==> config.mk <==
export PLATFORM = sky130hd
export DESIGN_NAME = ser_adc_port
export DESIGN_NICKNAME = d
export VERILOG_FILES = /design/src/rtl/ser_adc_port.sv
export SDC_FILE = /design/constraint.sdc
export NUM_CORES = 1
export LEC_CHECK = 0
export ABC_CLOCK_PERIOD_IN_PS = 1990
export BUFFER_PORTS_ARGS = -buffer_cell sky130_fd_sc_hd__buf_2
export CAP_MARGIN = 10
export CORE_UTILIZATION = 50
export CTS_CLUSTER_DIAMETER = 120
export DETAILED_ROUTE_END_ITERATION = 7
export HOLD_SLACK_MARGIN = 0.02
export PLACE_DENSITY = 0.73
export RECOVER_POWER = 25
export REMOVE_ABC_BUFFERS = 1
export SYNTH_ARGS = -nofsm -noshare
export SYNTH_HDL_FRONTEND = slang
export SYNTH_SLANG_ARGS = --single-unit
==> constraint.sdc <==
create_clock -name clk -period 1.99 [get_ports clk]
set_clock_uncertainty 0.15 [all_clocks]
set_input_delay 0 -clock clk [delete_from_list [all_inputs] [get_ports clk]]
set_output_delay 0 -clock clk [all_outputs]
set_load 0.02 [all_outputs]
==> src/rtl/ser_adc_port.sv <==
module ser_adc_port #(
  parameter int DATA_W     = 12,
  parameter int LEAD_ZEROS = 4
) (
  input  logic              clk,
  input  logic              rst_n,
  input  logic              cs_n,
  input  logic              sclk,
  input  logic [DATA_W-1:0] sample,
  output logic              sdo,
  output logic              sdo_oe,
  output logic              frame_done
);
  localparam int FRAME = DATA_W + LEAD_ZEROS;
  localparam int CW    = $clog2(FRAME);

  logic             cs_q, sclk_q;
  logic [FRAME-1:0] shreg;
  logic [CW-1:0]    cnt;
  logic             oe_q, done_q;

  wire cs_fall   = cs_q & ~cs_n;
  wire sclk_fall = sclk_q & ~sclk;
  wire last_bit  = (cnt == CW'(FRAME - 1));

  always_ff @(posedge clk) begin
    if (!rst_n) begin
      cs_q   <= 1'b1;
      sclk_q <= 1'b0;
      shreg  <= '0;
      cnt    <= '0;
      oe_q   <= 1'b0;
      done_q <= 1'b0;
    end else begin
      cs_q   <= cs_n;
      sclk_q <= sclk;
      if (cs_fall) begin
        shreg  <= {{LEAD_ZEROS{1'b0}}, sample};
        cnt    <= '0;
        oe_q   <= 1'b1;
        done_q <= 1'b0;
      end else if (cs_n) begin
        oe_q <= 1'b0;
      end else if (oe_q && sclk_fall) begin
        if (last_bit) begin
          oe_q   <= 1'b0;
          done_q <= 1'b1;
        end else begin
          cnt   <= CW'(cnt + 1'b1);
          shreg <= {shreg[FRAME-2:0], 1'b0};
        end
      end
    end
  end

  assign sdo_oe     = oe_q;
  assign sdo        = oe_q & shreg[FRAME-1];
  assign frame_done = done_q;

  a_r3_enable_on_select: assert property (@(posedge clk) disable iff (!rst_n)
    (cs_q && !cs_n) |=> sdo_oe);

  a_r5_release_when_deselected: assert property (@(posedge clk) disable iff (!rst_n)
    cs_n |=> !sdo_oe);

  a_r3_first_bit_zero: assert property (@(posedge clk) disable iff (!rst_n)
    $rose(sdo_oe) |-> !sdo);

  a_r4_hold_between_falls: assert property (@(posedge clk) disable iff (!rst_n)
    (sdo_oe && !cs_n && !cs_q && !(sclk_q && !sclk)) |=> $stable(sdo));

  a_r6_done_excludes_enable: assert property (@(posedge clk) disable iff (!rst_n)
    frame_done |-> !sdo_oe);

  a_r7_done_persists: assert property (@(posedge clk) disable iff (!rst_n)
    (frame_done && !(cs_q && !cs_n)) |=> (frame_done && !sdo_oe));
endmodule

==> key figures <==
Job
  • Max Cap Viol: 0

CTS
  • CTS Buffer Depth: 2
  • Postcts setup bufs: 0
  • Root buffer cell: clkbuf_4
  • # hold bufs at CTS: 18
  • CTS tree: yes
  • Clk slew on worst S/H paths: 130 ps
  • CTS Buf Count: 3
  • CTS H-tree lvls: 1
  • Skew-Pair Late Insertion Delay: 300 ps
  • Clk sinks: 24
  • Resize count post-CTS: 0

STA
  • Slew @ Worst Pin: 725.0 ps
  • Final hold viol count: 0
  • Crit path time final: 1909 ps
  • # setup viols final: 0
  • Slew HR: 0.5158
  • Unrepaired setup endpoints after global routing: false
  • Final Hold Slack: 310.2 ps
  • Period Utilization, post-route: 0.9592
  • Final WS setup: 81.10 ps
  • Max Slew Vio Count: 0
  • FMAX: 523.9 MHz

Place
  • GPL Wtd Cong: 0.7464
  • Pre-CTS setup slack: 101.3 ps
  • Dpl cells: 142
  • # port buffers: 18
  • Detailed Place HPWL: 1289 µm

Finish
  • Commonest non-fill, non-tap cell in the layout: dfxtp_1
  • Area grow syn2layout: 30.74%
  • Antenna fix cells: 0
  • Final Util: 0.7278
  • # nets final: 157
  • Commonest non-fill, non-tap cells in the layout: dfxtp_1 (24), dlygate4sd3_1 (18), and2_1 (13), buf_2 (13)
  • Ratio of cells with drive above 1 in the final layout: 0.1727
  • Non-Filler Instances: 164
  • # fillers: 149

GRT
  • Overall Global Routing Usage: 0.2324
  • Total grt overflow: 0
  • Initial antenna violation count: 0
  • Global-route wire length before repair: 3553 µm
  • Largest net degree at the start of global routing: 14
  • Number of global-route vias before repair: 815

Setup path
  • Kind of critical path: register to register
  • Worst Path Required: 2100 ps
  • Worst Path Arrival: 2020 ps
  • CP Launch Type: register
  • Worst-path fanout max: 11
  • CP endpoint kind: register

Die
  • Ports: 19
  • Die width: 47.02 µm
  • Core Area: 1821 µm²
  • Die height: 47.02 µm
  • Initial core utilization: 0.5567
  • Die Area: 2211 µm²
  • Rows: 15

Route
  • Drt drc: 0
  • Antenna Nets Post-Route: 0
  • Drt pass-1 iters: 4
  • Total number of vias: 911
  • Wirelength, routed: 2188 µm
  • Vias per inst: 5.555
  • Drt first-iter violations: 16
  • Wire per inst: 13.34 µm

Yosys
  • Ranking of synthesized cells by area: dfxtp_1 (47%), a221o_1 (11%), and2_1 (8.0%)
  • Synth top area share: 0.4741
  • Sequential cell area fraction in the yosys report: 0.4741
  • Flops & latches, synth: 24
  • Synth Instances: 102
  • Synth Flop Type: dfxtp_1
  • Syn. warnings: 0
  • EDFF count, synth: 0
  • Syn avg cell area: 9.936 µm²
  • Cell area after synthesis: 1013 µm²
  • Library cells used by synthesis: 27
  • Largest area contributor in the netlist: dfxtp_1
  • Synth async-reset ratio: 0

Power and ir drop
  • Cell Pwr Density: 642.1 nW/µm²
  • VDD IR max: 0.0005087 V
  • Leak: 0.5088 nW

Min path
  • Worst hold path type: register to register

Outcome
  • Outcome: finished clean
==> sequential cells by signal, indices dropped and copies added (netlist names) <==
| register | cells |
|---|---|
| cnt | 4 |
| cs_q | 1 |
| frame_done | 1 |
| sclk_q | 1 |
| sdo_oe | 1 |
| shreg | 16 |
==> metal layers <==
metal	wire (µm)	vias to the layer above	global-route usage
met2	1079	20	0.3611
met1	1020	428	0.3165
met5	0	-	0
met4	32	0	0.1029
li1	-	459	-
met3	56	4	0.04231
==> final timing paths <==
| path | startpoint | end | slack [ps] | cells past startpoint |
|---|---|---|---|---|
| worst max register to register | cnt[0] | shreg[10] | 80 | 4 |
| worst max-delay path | cnt[0] | shreg[10] | 80 | 4 |
| worst min-delay path | frame_done | frame_done | 310 | 2 |
| worst min register to register | frame_done | frame_done | 310 | 2 |
==> final cells by class <==
class	instances	area, µm²	area share
sequential	24	480.5	0.3626
clock buffer	4	36.28	0.02738
timing repair buffer	38	279.0	0.2106
tap	25	31.28	0.02361
multi-input combinational	69	483.0	0.3645
inverter	4	15.01	0.01133
==> metrics by stage <==
step	TNS [ps]	power, mW	instance area [µm²]
after floorplan	-2006	0.5545	978.4
after global placement	0	0.5794	1115
after detailed placement	0	0.5812	1115
after CTS	0	0.8529	1331
after global routing	0	0.8838	1325
final	0	0.8508	1325
==> power breakdown <==
part	internal, mW	switching (mW)
combinational	0.0547	0.0354
clock	0.112	0.138
sequential	0.499	0.0121
total	0.665	0.186
==> cell usage after synthesis, types with 2 or more instances <==
master	count
clkbuf_1	2
nand3_1	6
o31ai_1	2
buf_6	2
nand2b_1	3
and2_1	13
o21ai_0	7
nand2_1	2
inv_1	4
dfxtp_1	24
a221o_1	11
a21oi_1	11
==> cells by family (layout without fill, tap and decap cells) <==
group | after synthesis | after routing | share of synthesized area
AND/OR/NAND/NOR | 35 | 35 | 0.2321
flip-flops | 24 | 24 | 0.4741
adder cells (fa/ha/maj) | 1 | 1 | 0.01234
AO/OA/AOI/OAI | 33 | 33 | 0.2321
buffers and inverters | 9 | 46 | 0.04937
==> critical path, stage by stage (launching register included) <==
cell	delay (ps)
dfxtp_1	380
ha_1	210
nand3_2	180
a211oi_2	660
a221o_1	270
(Power assumes the default switching activity.)
